### src/rtl/irq_vec_pkg.sv
package irq_vec_pkg;

  localparam int unsigned SRC_MAX = 32;

  typedef enum logic [2:0] {
    A_PEND = 3'd0,
    A_ENA  = 3'd1,
    A_TRIG = 3'd2,
    A_WAKE = 3'd3,
    A_VEC  = 3'd4,
    A_CFG  = 3'd5
  } reg_addr_e;

  function automatic int unsigned src_count(logic [2:0] code);
    case (code)
      3'd0:    return 6;
      3'd1:    return 2;
      3'd2:    return 10;
      3'd3:    return 16;
      3'd4:    return 24;
      3'd5:    return 32;
      default: return 0;
    endcase
  endfunction

  function automatic logic [SRC_MAX-1:0] live_mask(logic [2:0] code);
    int unsigned n;
    n = src_count(code);
    if (n >= SRC_MAX) return '1;
    return (SRC_MAX'(1) << n) - SRC_MAX'(1);
  endfunction

endpackage

### src/rtl/irq_vec_sync.sv
module irq_vec_sync #(
  parameter int unsigned             W    = 32,
  parameter logic [W-1:0]            LIVE = '1
) (
  input  logic         clk_i,
  input  logic         rst_ni,
  input  logic [W-1:0] src_i,
  output logic [W-1:0] lvl_o,
  output logic [W-1:0] rise_o
);
  logic [W-1:0] s1_q, s2_q, prev_q;

  always_ff @(posedge clk_i or negedge rst_ni) begin
    if (!rst_ni) begin
      s1_q   <= '0;
      s2_q   <= '0;
      prev_q <= '0;
    end else begin
      s1_q   <= src_i & LIVE;
      s2_q   <= s1_q;
      prev_q <= s2_q;
    end
  end

  assign lvl_o  = s2_q & LIVE;
  assign rise_o = s2_q & ~prev_q & LIVE;
endmodule

### src/rtl/irq_vec_regs.sv
module irq_vec_regs
  import irq_vec_pkg::*;
#(
  parameter int unsigned  W    = 32,
  parameter logic [W-1:0] LIVE = '1
) (
  input  logic         clk_i,
  input  logic         rst_ni,
  input  logic         we_i,
  input  logic [2:0]   addr_i,
  input  logic [W-1:0] wdata_i,
  output logic [W-1:0] en_o,
  output logic [W-1:0] trig_o,
  output logic [W-1:0] wake_o
);
  logic [W-1:0] wd;
  assign wd = wdata_i & LIVE;

  always_ff @(posedge clk_i or negedge rst_ni) begin
    if (!rst_ni) begin
      en_o   <= '0;
      trig_o <= '0;
      wake_o <= '0;
    end else if (we_i) begin
      case (addr_i)
        A_ENA:  en_o   <= wd;
        A_TRIG: trig_o <= wd;
        A_WAKE: begin
          wake_o <= wd;
          en_o   <= en_o | wd; // wake forces enable, never clears it
        end
        default: ;
      endcase
    end
  end
endmodule

### src/rtl/irq_vec_pend.sv
module irq_vec_pend #(
  parameter int unsigned  W    = 32,
  parameter logic [W-1:0] LIVE = '1
) (
  input  logic         clk_i,
  input  logic         rst_ni,
  input  logic [W-1:0] trig_i,
  input  logic [W-1:0] lvl_i,
  input  logic [W-1:0] rise_i,
  input  logic [W-1:0] clr_i,
  output logic [W-1:0] pend_o
);
  logic [W-1:0] pend_d;

  always_comb begin
    for (int i = 0; i < W; i++) begin
      // edge: set wins over a same-cycle clear
      pend_d[i] = trig_i[i] ? ((pend_o[i] & ~clr_i[i]) | rise_i[i]) : lvl_i[i];
    end
    pend_d &= LIVE;
  end

  always_ff @(posedge clk_i or negedge rst_ni) begin
    if (!rst_ni) pend_o <= '0;
    else         pend_o <= pend_d;
  end
endmodule

### src/rtl/irq_vec_prio.sv
module irq_vec_prio #(
  parameter int unsigned W       = 32,
  parameter int unsigned VEC_OFS = 9,
  parameter int unsigned VEC_W   = 8
) (
  input  logic [W-1:0]     req_i,
  output logic             hit_o,
  output logic [VEC_W-1:0] vec_o
);
  localparam int unsigned IDX_W = (W > 1) ? $clog2(W) : 1;
  logic [IDX_W-1:0] idx;

  always_comb begin
    idx = '0;
    for (int i = W - 1; i >= 0; i--) begin
      if (req_i[i]) idx = IDX_W'(i);
    end
    hit_o = |req_i;
    vec_o = hit_o ? (VEC_W'(VEC_OFS) + VEC_W'(idx)) : '0;
  end
endmodule

### src/rtl/irq_vec_ctrl.sv
module irq_vec_ctrl
  import irq_vec_pkg::*;
#(
  parameter logic [2:0]  CNT_CODE = 3'd5,
  parameter logic [7:0]  VERSION  = 8'h01,
  parameter int unsigned VEC_OFS  = 9,
  parameter int unsigned VEC_W    = 8
) (
  input  logic               clk_i,
  input  logic               rst_ni,
  input  logic [31:0]        irq_src_i,
  input  logic               idle_i,
  input  logic [2:0]         reg_addr_i,
  input  logic               reg_we_i,
  input  logic [31:0]        reg_wdata_i,
  output logic [31:0]        reg_rdata_o,
  output logic               irq_o,
  output logic               wake_o,
  output logic [VEC_W-1:0]   vec_o
);
  localparam int unsigned       W    = SRC_MAX;
  localparam int unsigned       NSRC = src_count(CNT_CODE);
  localparam logic [W-1:0]      LIVE = live_mask(CNT_CODE);

  logic [W-1:0] lvl, rise, clr;
  logic [W-1:0] pend_q, en_q, trig_q, wake_q;

  irq_vec_sync #(.W(W), .LIVE(LIVE)) u_sync (
    .clk_i  (clk_i),
    .rst_ni (rst_ni),
    .src_i  (irq_src_i),
    .lvl_o  (lvl),
    .rise_o (rise)
  );

  irq_vec_regs #(.W(W), .LIVE(LIVE)) u_regs (
    .clk_i   (clk_i),
    .rst_ni  (rst_ni),
    .we_i    (reg_we_i),
    .addr_i  (reg_addr_i),
    .wdata_i (reg_wdata_i),
    .en_o    (en_q),
    .trig_o  (trig_q),
    .wake_o  (wake_q)
  );

  assign clr = (reg_we_i && reg_addr_i == A_PEND) ? reg_wdata_i : '0;

  irq_vec_pend #(.W(W), .LIVE(LIVE)) u_pend (
    .clk_i  (clk_i),
    .rst_ni (rst_ni),
    .trig_i (trig_q),
    .lvl_i  (lvl),
    .rise_i (rise),
    .clr_i  (clr),
    .pend_o (pend_q)
  );

  irq_vec_prio #(.W(W), .VEC_OFS(VEC_OFS), .VEC_W(VEC_W)) u_prio (
    .req_i (pend_q & en_q),
    .hit_o (irq_o),
    .vec_o (vec_o)
  );

  assign wake_o = idle_i & |(pend_q & wake_q);

  always_comb begin
    reg_rdata_o = '0;
    case (reg_addr_i)
      A_PEND: reg_rdata_o = pend_q;
      A_ENA:  reg_rdata_o = en_q;
      A_TRIG: reg_rdata_o = trig_q;
      A_WAKE: reg_rdata_o = wake_q;
      A_VEC: begin
        reg_rdata_o[31]        = irq_o;
        reg_rdata_o[VEC_W-1:0] = vec_o;
      end
      A_CFG: begin
        reg_rdata_o[2:0]  = CNT_CODE;
        reg_rdata_o[15:8] = VERSION;
      end
      default: reg_rdata_o = '0;
    endcase
  end

  logic unused_nsrc;
  assign unused_nsrc = (NSRC > W);
endmodule

### config.mk
export PLATFORM = sky130hd
export DESIGN_NAME = irq_vec_ctrl
export DESIGN_NICKNAME = d
export VERILOG_FILES = /design/src/rtl/irq_vec_pkg.sv /design/src/rtl/irq_vec_sync.sv /design/src/rtl/irq_vec_regs.sv /design/src/rtl/irq_vec_pend.sv /design/src/rtl/irq_vec_prio.sv /design/src/rtl/irq_vec_ctrl.sv
export SDC_FILE = /design/constraint.sdc
export NUM_CORES = 1
export LEC_CHECK = 0
export ABC_AREA = 1
export BUFFER_PORTS_ARGS = -buffer_cell sky130_fd_sc_hd__buf_2
export CAP_MARGIN = 20
export CORE_MARGIN = 4
export CORE_UTILIZATION = 40
export CTS_CLUSTER_SIZE = 10
export DETAILED_ROUTE_END_ITERATION = 7
export GPL_TIMING_DRIVEN = 0
export PLACE_DENSITY = 0.61
export SKIP_CTS_REPAIR_TIMING = 1
export SLEW_MARGIN = 20
export SYNTH_ARGS = -nofsm -noshare
export SYNTH_HDL_FRONTEND = slang
export SYNTH_SLANG_ARGS = --single-unit
### constraint.sdc
create_clock -name clk_i -period 6.6 [get_ports clk_i]
set_input_delay 1.98 -clock clk_i [delete_from_list [all_inputs] [get_ports clk_i]]
set_output_delay 1.98 -clock clk_i [all_outputs]
set_load 0.01 [all_outputs]
# Word level (Yosys, flattened, before mapping)
# Index checks and enable logic that the tools add are counted.
[word_totals] out_inout_bits=42 elab_cells=195 reg_bits=224
[classes] n_mux=72 bitwise=102 reduce_logical=8 addsub=1 eq_ne=5
[op_table] operator="2-to-1 mux 5 bit" count=32
[op_table] operator="AND 32 bit" count=3
[op_table] operator="case mux 32 bit (2 select lines)" count=1
[op_table] operator="OR reduction 32 bit" count=2
[op_table] operator="case mux 15 bit (4 select lines)" count=1
[op_table] operator="case mux 8 bit (5 select lines)" count=1
[op_table] operator="AND 1 bit" count=33
[op_table] operator="2-to-1 mux 1 bit" count=32
[op_table] operator="2-to-1 mux 32 bit" count=1
[op_table] operator="NOT 1 bit" count=32
[op_table] operator="NOT 32 bit" count=1
[op_table] operator="bitwise OR 1 bit" count=32
[op_table] operator="bitwise OR 32 bit" count=1
[op_table] operator="case mux 5 bit (5 select lines)" count=1
[op_table] operator="case mux 3 bit (6 select lines)" count=1
[op_table] operator="2-to-1 mux 8 bit" count=1
[op_table] operator="adder 4 x 5 -> 6 bit, first input constant" count=1
[op_table] operator="equality test 3 x 2 -> 1 bit, second input constant" count=2
[op_table] operator="equality test 3 bit, second input constant" count=2
[op_table] operator="AND reduction 2 bit" count=3
[op_table] operator="case mux 1 bit (5 select lines)" count=1
[op_table] operator="equality test 3 x 1 -> 1 bit, second input constant" count=1
[op_table] operator="zero test 3 bit" count=1
[op_table] operator="nonzero test 2 bit" count=1
[op_table] operator="logical AND 1 bit" count=1

# Longest topological paths before layout
# Gate-level depths: netlist of run 1.
[logic_depth] ltp_word=36 mapped_depth=42

# Hierarchy
# Synthesis of run 1 repeated with hierarchy kept, for this count alone.
[hier_totals] cells_unflattened=1325 area_unflattened_um2=10341.2
[by_module_without_submodules] module="irq_vec_regs" cells_per_inst=424 n_inst=1 area_per_inst_um2=3851.2
[by_module_without_submodules] module="irq_vec_sync" cells_per_inst=160 n_inst=1 area_per_inst_um2=2722.6
[by_module_without_submodules] module="irq_vec_ctrl" cells_per_inst=381 n_inst=1 area_per_inst_um2=1624.1
[by_module_without_submodules] module="irq_vec_pend" cells_per_inst=224 n_inst=1 area_per_inst_um2=1561.5
[by_module_without_submodules] module="irq_vec_prio" cells_per_inst=136 n_inst=1 area_per_inst_um2=581.8

# Worst setup path after synthesis of run 1
# No wires, ideal clock.
[synth_timing] path_kind="input to output" from="input port reg_addr_i[1]" to="output port reg_rdata_o[14]" required_time_ns=4.620 path_buffers=1 cell_stages=7 path_slack_ns=1.470 arrival_time_ns=3.150 path_cell_list="inv_1 nor2_1 nand2_1 clkinv_1 clkbuf_1 a221oi_1 o21ai_0"
[synth_between] elab_chain_cells=2
[synth_lines] element="start: declaration" line="irq_vec_ctrl.sv:13" source="input logic [2:0] reg_addr_i,"
[synth_lines] element="equality test 3 bit, or another cell as far along" line="irq_vec_ctrl.sv:69" source="case (reg_addr_i)"
[synth_lines] element="case mux 8 bit (5 select lines) *" line="irq_vec_ctrl.sv:69"
[synth_lines] element="end: declaration" line="irq_vec_ctrl.sv:16" source="output logic [31:0] reg_rdata_o,"
# Every way passes the cells marked *; elsewhere a longest branch is shown, timed or not.

# Worst setup path in the final report of run 1
[layout_timing] from="input port reg_addr_i[1]" to="output port reg_rdata_o[10]"
# Same word-level chain as after synthesis.

==> out/summary.txt, run 1 <==
Die area: 24970 um2
Synth top area share: 62.27%
Post-synth EDFFs: 0
Status: finished, final reports clean
Largest family of logic cells by synthesized area: compound AO/OA/AOI/OAI gates
Vias: 7216
Cell variety after synth: 31
Leak Pwr: 5.312 nW
Final std cells w/o fill: 1367
Final Skew: 0.005964 ns
Post-synthesis async set-or-reset flop share: 100.0%
Final setup fails: 0
Num ports: 113
DR WL/cell: 18.87 um
Wirelength, routed: 25.79 mm
Complex-gate fraction of the synthesized area: 15.83%
Worst vdd ir: 0.1967 mV
Core ar.: 21960 um2
Mux contribution to synthesized area: 0.7505%
Die X: 158.0 um
Antenna Nets Post-Route: 0
Hold Path Class: reg2reg
Crit path kind: in2out
GR Overflow Total: 0
Relative slew slack: 38.23%
Top_reg_cell synth: dfrtp_1
Top cells by count, synth: nand2_1, dfrtp_1, inv_1, o21ai_0
Final Hold Viols: 0
Adder-Cell Fraction of Synth Area: 0.1390%
Initial Util: 41.00%
CTS clk-pin slew, worst paths: 0.05 ns
Row cnt: 54
Slew @ Worst Pin: 0.9195 ns
Layout cells sized above 1: 14.92%
Simple-Gate Fraction of Synth Area: 14.38%
I/O Buffers: 110
Clock latency on the worst-skew pair: 0.53 ns
Dpl hpwl: 17.97 mm
Sequential area share after synthesis: 62.27%
Bufs on Longest Clock Path: 3
Synth Instances: 939
Layout area overhead: 18.94%
First-pass GRT wire length: 39.72 mm
Most common cell in the netlist: nand2_1
Seq cells post-synth: 224
Power per Cell Area: 332.0 nW/um2
Worst endpoint required time: 4.62 ns
Worst Setup End Kind: output pin
Synthesized area per cell: 9.587 um2
Top cells by area, synth: dfrtp_1, nand2_1, inv_1
Global Route Usage Sum: 20.56%
Nets@finish: 1153
XOR/XNOR Fraction of Synth Area: 0%
DRC viols: 0
Synth warnings: 0
Max Clock Freq: 157.3 MHz
Final cycle utilization of the critical path: 96.31%
Drt pass-1 iters: 5
Synthesized cell area: 9002 um2
Slew Limit Fails: 0
RSZ-0062 raised after global routing: false
1st-iter DRT viols: 641
Die H: 158.0 um
Final min period: 6.356 ns
Yosys top cell by area: dfrtp_1
CP Data Arrival Time: 4.38 ns
Vias in the first global route: 7179
CTS tree: yes
Pin count of the biggest net entering global routing: 85
Post-layout util: 48.76%
Clk sinks: 224
Clock Tree Root: clkbuf_16
Via-per-instance ratio: 5.279
Number of H-tree levels: 1
Routability cong.: 0.9258
CP max FO: 10
Dpl cells: 1332
CTS Buf Count: 27
Max_cap viols: 0
Initial antenna violation count: 1
Worst Setup Start Kind: input pin
through the flow:
step	setup slack (ns)	cell area [um2]	hold slack, ns	setup TNS [ns]	power [mW]
final	0.2435	10710	0.3439	0	3.555
after global routing	0.1473	10710	0.3470	0	3.744
after CTS	0.3608	10710	0.3461	0	3.580
after detailed placement	0.3614	9972	0.3347	0	2.298
after global placement	-0.4260	9907	0.3312	-91.21	2.280
after floorplan	1.470	9006	0.3312	0	2.043
per-layer routing:
layer  part of all wire (%)  track usage, %  wire length (um)
met5                      0               0                 0
met4                    3.0           5.808               765
met3                    7.5           3.499              1929
met2                     45           32.71             11690
met1                     44           29.27             11400
final cells by class:
type / count / area [um2]
Fill cell: 2058 / 11250
Sequential cell: 224 / 5605
Multi-Input combinational cell: 560 / 2808
Clock buffer: 30 / 706.9
Timing Repair Buffer: 112 / 615.6
Inverter: 123 / 461.7
Tap cell: 280 / 350.3
Buffer: 33 / 131.4
Clock inverter: 4 / 26.28
Antenna cell: 1 / 2.502
power by group:
part | leakage, nW | switching, mW | total, mW | internal [mW]
clock network | 0.361 | 0.524 | 1.27 | 0.747
registers | 2.65 | 0.143 | 1.69 | 1.55
logic | 2.30 | 0.371 | 0.591 | 0.220
total | 5.31 | 1.04 | 3.56 | 2.52
worst paths after layout:
check | from | to | slack, ns | cells past startpoint
worst max-delay path | reg_addr_i[1] | reg_rdata_o[10] | 0.24 | 9
worst min-delay path | u_sync.s1_q[22] | u_sync.lvl_o[22] | 0.34 | 0
worst max register to register | u_regs.wake_o[4] | u_regs.wake_o[4] | 5.79 | 2
worst min register to register | u_sync.s1_q[22] | u_sync.lvl_o[22] | 0.34 | 0
max in group asynchronous | rst_ni | u_pend.pend_o[14] | 4.06 | 3
min in group asynchronous | rst_ni | u_sync.s1_q[31] | 1.40 | 1
sequential cells by signal (all words and copies together), names as in the netlist:
name and count:
u_sync.prev_q 32, u_sync.lvl_o 32, u_sync.s1_q 32, u_pend.pend_o 32, u_regs.wake_o 32, u_regs.en_o 32, u_regs.trig_o 32
cells in the final DEF, fill, tap and decap left out, drive strengths merged, types with 2 or more instances in the layout:
cell	synthesis	final
clkbuf	30	60
mux2	6	6
buf	3	115
a221oi	15	15
nand4	4	4
clkinv	2	4
o221ai	12	12
a22oi	17	17
o22ai	34	34
conb	1	2
a21oi	6	6
nand3	5	5
nand2	275	275
o21ai	90	90
nor3	2	2
nor2	42	42
a31oi	3	3
dfrtp	224	224
o211ai	41	41
inv	121	122
logic make-up after synthesis:
family                   Yosys count
flip-flops                       224
buffers and inverters            156
multiplexers                       6
AND/OR/NAND/NOR                  328
adder cells (fa/ha/maj)            1
other                              1
AO/OA/AOI/OAI                    223
critical path: stages:
cell	delay, ns
buf_2	0.13
inv_1	0.21
nor2_1	0.10
nand2_1	0.31
clkinv_1	0.43
clkbuf_1	0.46
a22oi_1	0.28
o221ai_1	0.24
buf_2	0.23
(Power assumes the default switching activity.)
==> run 2: changes to the inputs <==
ABC_AREA = unset   (was 1)
PLACE_DENSITY = 0.6   (was 0.61)
SYNTH_HIERARCHICAL = 1   (was unset)
==> out/summary.txt, run 2 <==
Status: finished, final reports clean
CTS clk-pin slew, worst paths: 0.05 ns (about the same)
Die area: 27380 um2 (+9.6%)
Simple-Gate Fraction of Synth Area: 16.30% (+1.9 points)
Routing usage on met3: 4.046% (+0.55 points)
Final Skew: 0.008842 ns (+0.002878 ns)
Die X: 165.5 um (+4.7%)
GRT met1 Usage: 26.70% (-2.6 points)
Routability cong.: 0.9190 (-0.73%)
Pin count of the biggest net entering global routing: 94 (+11%)
Max Clock Freq: 177.2 MHz (+13%)
XOR/XNOR Fraction of Synth Area: 0.08832% (+0.088 points)
Number of H-tree levels: 1 (unchanged)
Cell variety after synth: 61 (+97%)
Global Route Usage Sum: 18.79% (-1.8 points)
Final TNS setup: 0 ns (unchanged)
Vias in the first global route: 6672 (-7.1%)
Finished Cell Area: 11640 um2 (+8.7%)
Final setup fails: 0 (unchanged)
Final cycle utilization of the critical path: 85.51% (-11 points)
Placed cell areas: 10940 um2 (+9.7%)
Yosys top cell by area: dfrtp_1
Wirelength, routed: 25.75 mm (-0.16%)
Row cnt: 57 (+5.6%)
Hold_ws: 0.3435 ns (-0.0003360 ns)
Largest family of logic cells by synthesized area: simple AND/OR/NAND/NOR gates
Layout area overhead: 17.37%
Top cells by area, synth: dfrtp_1, mux2_2, a22o_1
CTS Buf Count: 26 (-3.7%)
Synthesized cell area: 9917 um2 (+10%)
Hold Path Class: reg2reg
Final Hold Viols: 0 (unchanged)
Vias: 6785 (-6.0%)
Power per Cell Area: 320.5 nW/um2 (-3.5%)
Most common cell in the netlist: dfrtp_1
Seq cells post-synth: 224 (unchanged)
FF/Latch Area: 5605 um2 (unchanged)
Max_cap viols: 0 (unchanged)
Crit path kind: reg2out
Post-synth EDFFs: 0 (unchanged)
Most frequent cells in the layout: dfrtp_1, buf_2, a22o_1
Drt pass-1 iters: 5 (unchanged)
Initial Util: 40.78% (-0.22 points)
Clk sinks: 224 (unchanged)
Post-synthesis async set-or-reset flop share: 100.0% (unchanged)
Top_reg_cell synth: dfrtp_1
RSZ-0062 raised after global routing: false
Most common cell after layout, fill and taps aside: dfrtp_1
CP Data Arrival Time: 3.66 ns (-0.72 ns)
Core ar.: 24320 um2 (+11%)
Dpl cells: 1222 (-8.3%)
First-pass GRT wire length: 39.64 mm (-0.19%)
Die H: 165.5 um (+4.7%)
Bufs on Longest Clock Path: 3 (unchanged)
Mux contribution to synthesized area: 8.718% (+8.0 points)
Clock Tree Root: clkbuf_16
Num ports: 113 (unchanged)
Slew @ Worst Pin: 0.7087 ns (-0.2108 ns)
Worst Setup Start Kind: flip-flop
Slew Limit Fails: 0 (unchanged)
Most used routing layer: met2
Dpl hpwl: 18.33 mm (+2.0%)
Antenna Nets Post-Route: 0 (unchanged)
CP max FO: 4 (-6)
Footprint of the multi-input gates: 3924 um2 (+40%)
DR WL/cell: 20.52 um (+8.7%)
Synth warnings: 6 (+6)
R2R setup slack: 5.76 ns (-0.03 ns)
Nets@finish: 998 (-13%)
Layout cells sized above 1: 27.96% (+13 points)
Leak Pwr: 5.399 nW (+1.6%)
Via-per-instance ratio: 5.406 (+2.4%)
Synth Instances: 785 (-16%)
Synth top area share: 56.52% (-5.7 points)
Worst vdd ir: 0.1861 mV (-5.4%)
Synthesized area per cell: 12.63 um2 (+32%)
Clock latency on the worst-skew pair: 0.53 ns (about the same)
I/O Buffers: 110 (unchanged)
Relative slew slack: 52.75% (+15 points)
Initial antenna violation count: 5 (+4)
Final std cells w/o fill: 1255 (-8.2%)
Sequential area share after synthesis: 56.52% (-5.7 points)
Post-layout util: 47.86% (-0.90 points)
Worst Setup End Kind: output pin
DRC viols: 0 (unchanged)
GR Overflow Total: 0 (unchanged)
Grt met2 use: 29.23% (-3.5 points)
Final min period: 5.644 ns (-0.7129 ns)
Complex-gate fraction of the synthesized area: 14.26% (-1.6 points)
Adder-Cell Fraction of Synth Area: 0.1262% (-0.013 points)
Top cells by count, synth: dfrtp_1, a22o_1, nor2_1, mux2_2
FILL cells: 2211 (+7.4%)
CTS tree: yes
Worst endpoint required time: 4.62 ns (about the same)
1st-iter DRT viols: 437 (-32%)
==> run 2: changes by cell type in the layout (fill, tap and decap cells not counted), sizes merged, moves of 37 or more <==
cell    before  now
nand2b       0   38
inv        122   39
nand2      275    3
o21ai       90    5
o211ai      41    0
mux2         6   73
nor2b        0   37
a22o         0   55
==> run 2: final timing paths <==
kind | start | to | cells after the start
worst max register to register | u_regs/wake_o[7] | u_regs/wake_o[7] | 1
min in group asynchronous | rst_ni | u_regs/wake_o[13] | 1
worst min-delay path | u_sync/s1_q[14] | u_sync/lvl_o[14] | 0
worst min register to register | u_sync/s1_q[14] | u_sync/lvl_o[14] | 0
worst max-delay path | u_pend/pend_o[10] | reg_rdata_o[4] | 13
max in group asynchronous | rst_ni | u_regs/wake_o[23] | 2
==> run 2: cell families (layout without fill, tap and decap cells) <==
family,count (synthesis),after routing
simple gates,231,231
compound gates,174,174
xor+xnor,1,1
other cells,1,3
fa+ha+maj,1,1
buf+inv,77,221
flops,224,224
mux,76,76
==> run 2: final cells by class <==
class | instances | area share, %
tap | 324 | 3.483
clock buffer | 31 | 5.837
inverter | 39 | 1.258
sequential | 224 | 48.16
buffer | 38 | 2.107
multi-input combinational | 485 | 33.71
timing repair buffer | 112 | 5.289
clock inverter | 1 | 0.1397
antenna | 1 | 0.02150
==> run 2: power breakdown <==
part / leakage, nW / switching, mW / internal, mW
clock: 0.339 / 0.528 / 0.712
sequential: 2.62 / 0.194 / 1.57
combinational: 2.44 / 0.376 / 0.347
total: 5.40 / 1.10 / 2.63
==> run 2: worst max-delay path: stages, from the launching register on <==
cell and delay [ns]:
dfrtp_1 0.43, and2_1 0.24, nor3_1 0.25, o31ai_1 0.14, nor4_1 0.38, a2111oi_4 0.15, nor3_1 0.16, nor3_1 0.08
ha_1 0.21, a21boi_2 0.14, mux2i_1 0.42, a22oi_1 0.14, o22ai_1 0.22, buf_2 0.17
==> run 2: metal layers <==
layer | part of all wire, % | wire (um)
met5 | 0.16 | 41
met4 | 2.6 | 671
met3 | 5.9 | 1530
met2 | 46 | 11810
met1 | 45 | 11700
==> run 2: stage by stage <==
stage | power (mW) | setup slack [ns]
finish | 3.730 | 0.9564
global route | 3.913 | 0.7136
CTS | 3.764 | 0.9275
detailed placement | 2.512 | 1.001
global placement | 2.491 | -0.4871
floorplan | 2.213 | 1.688
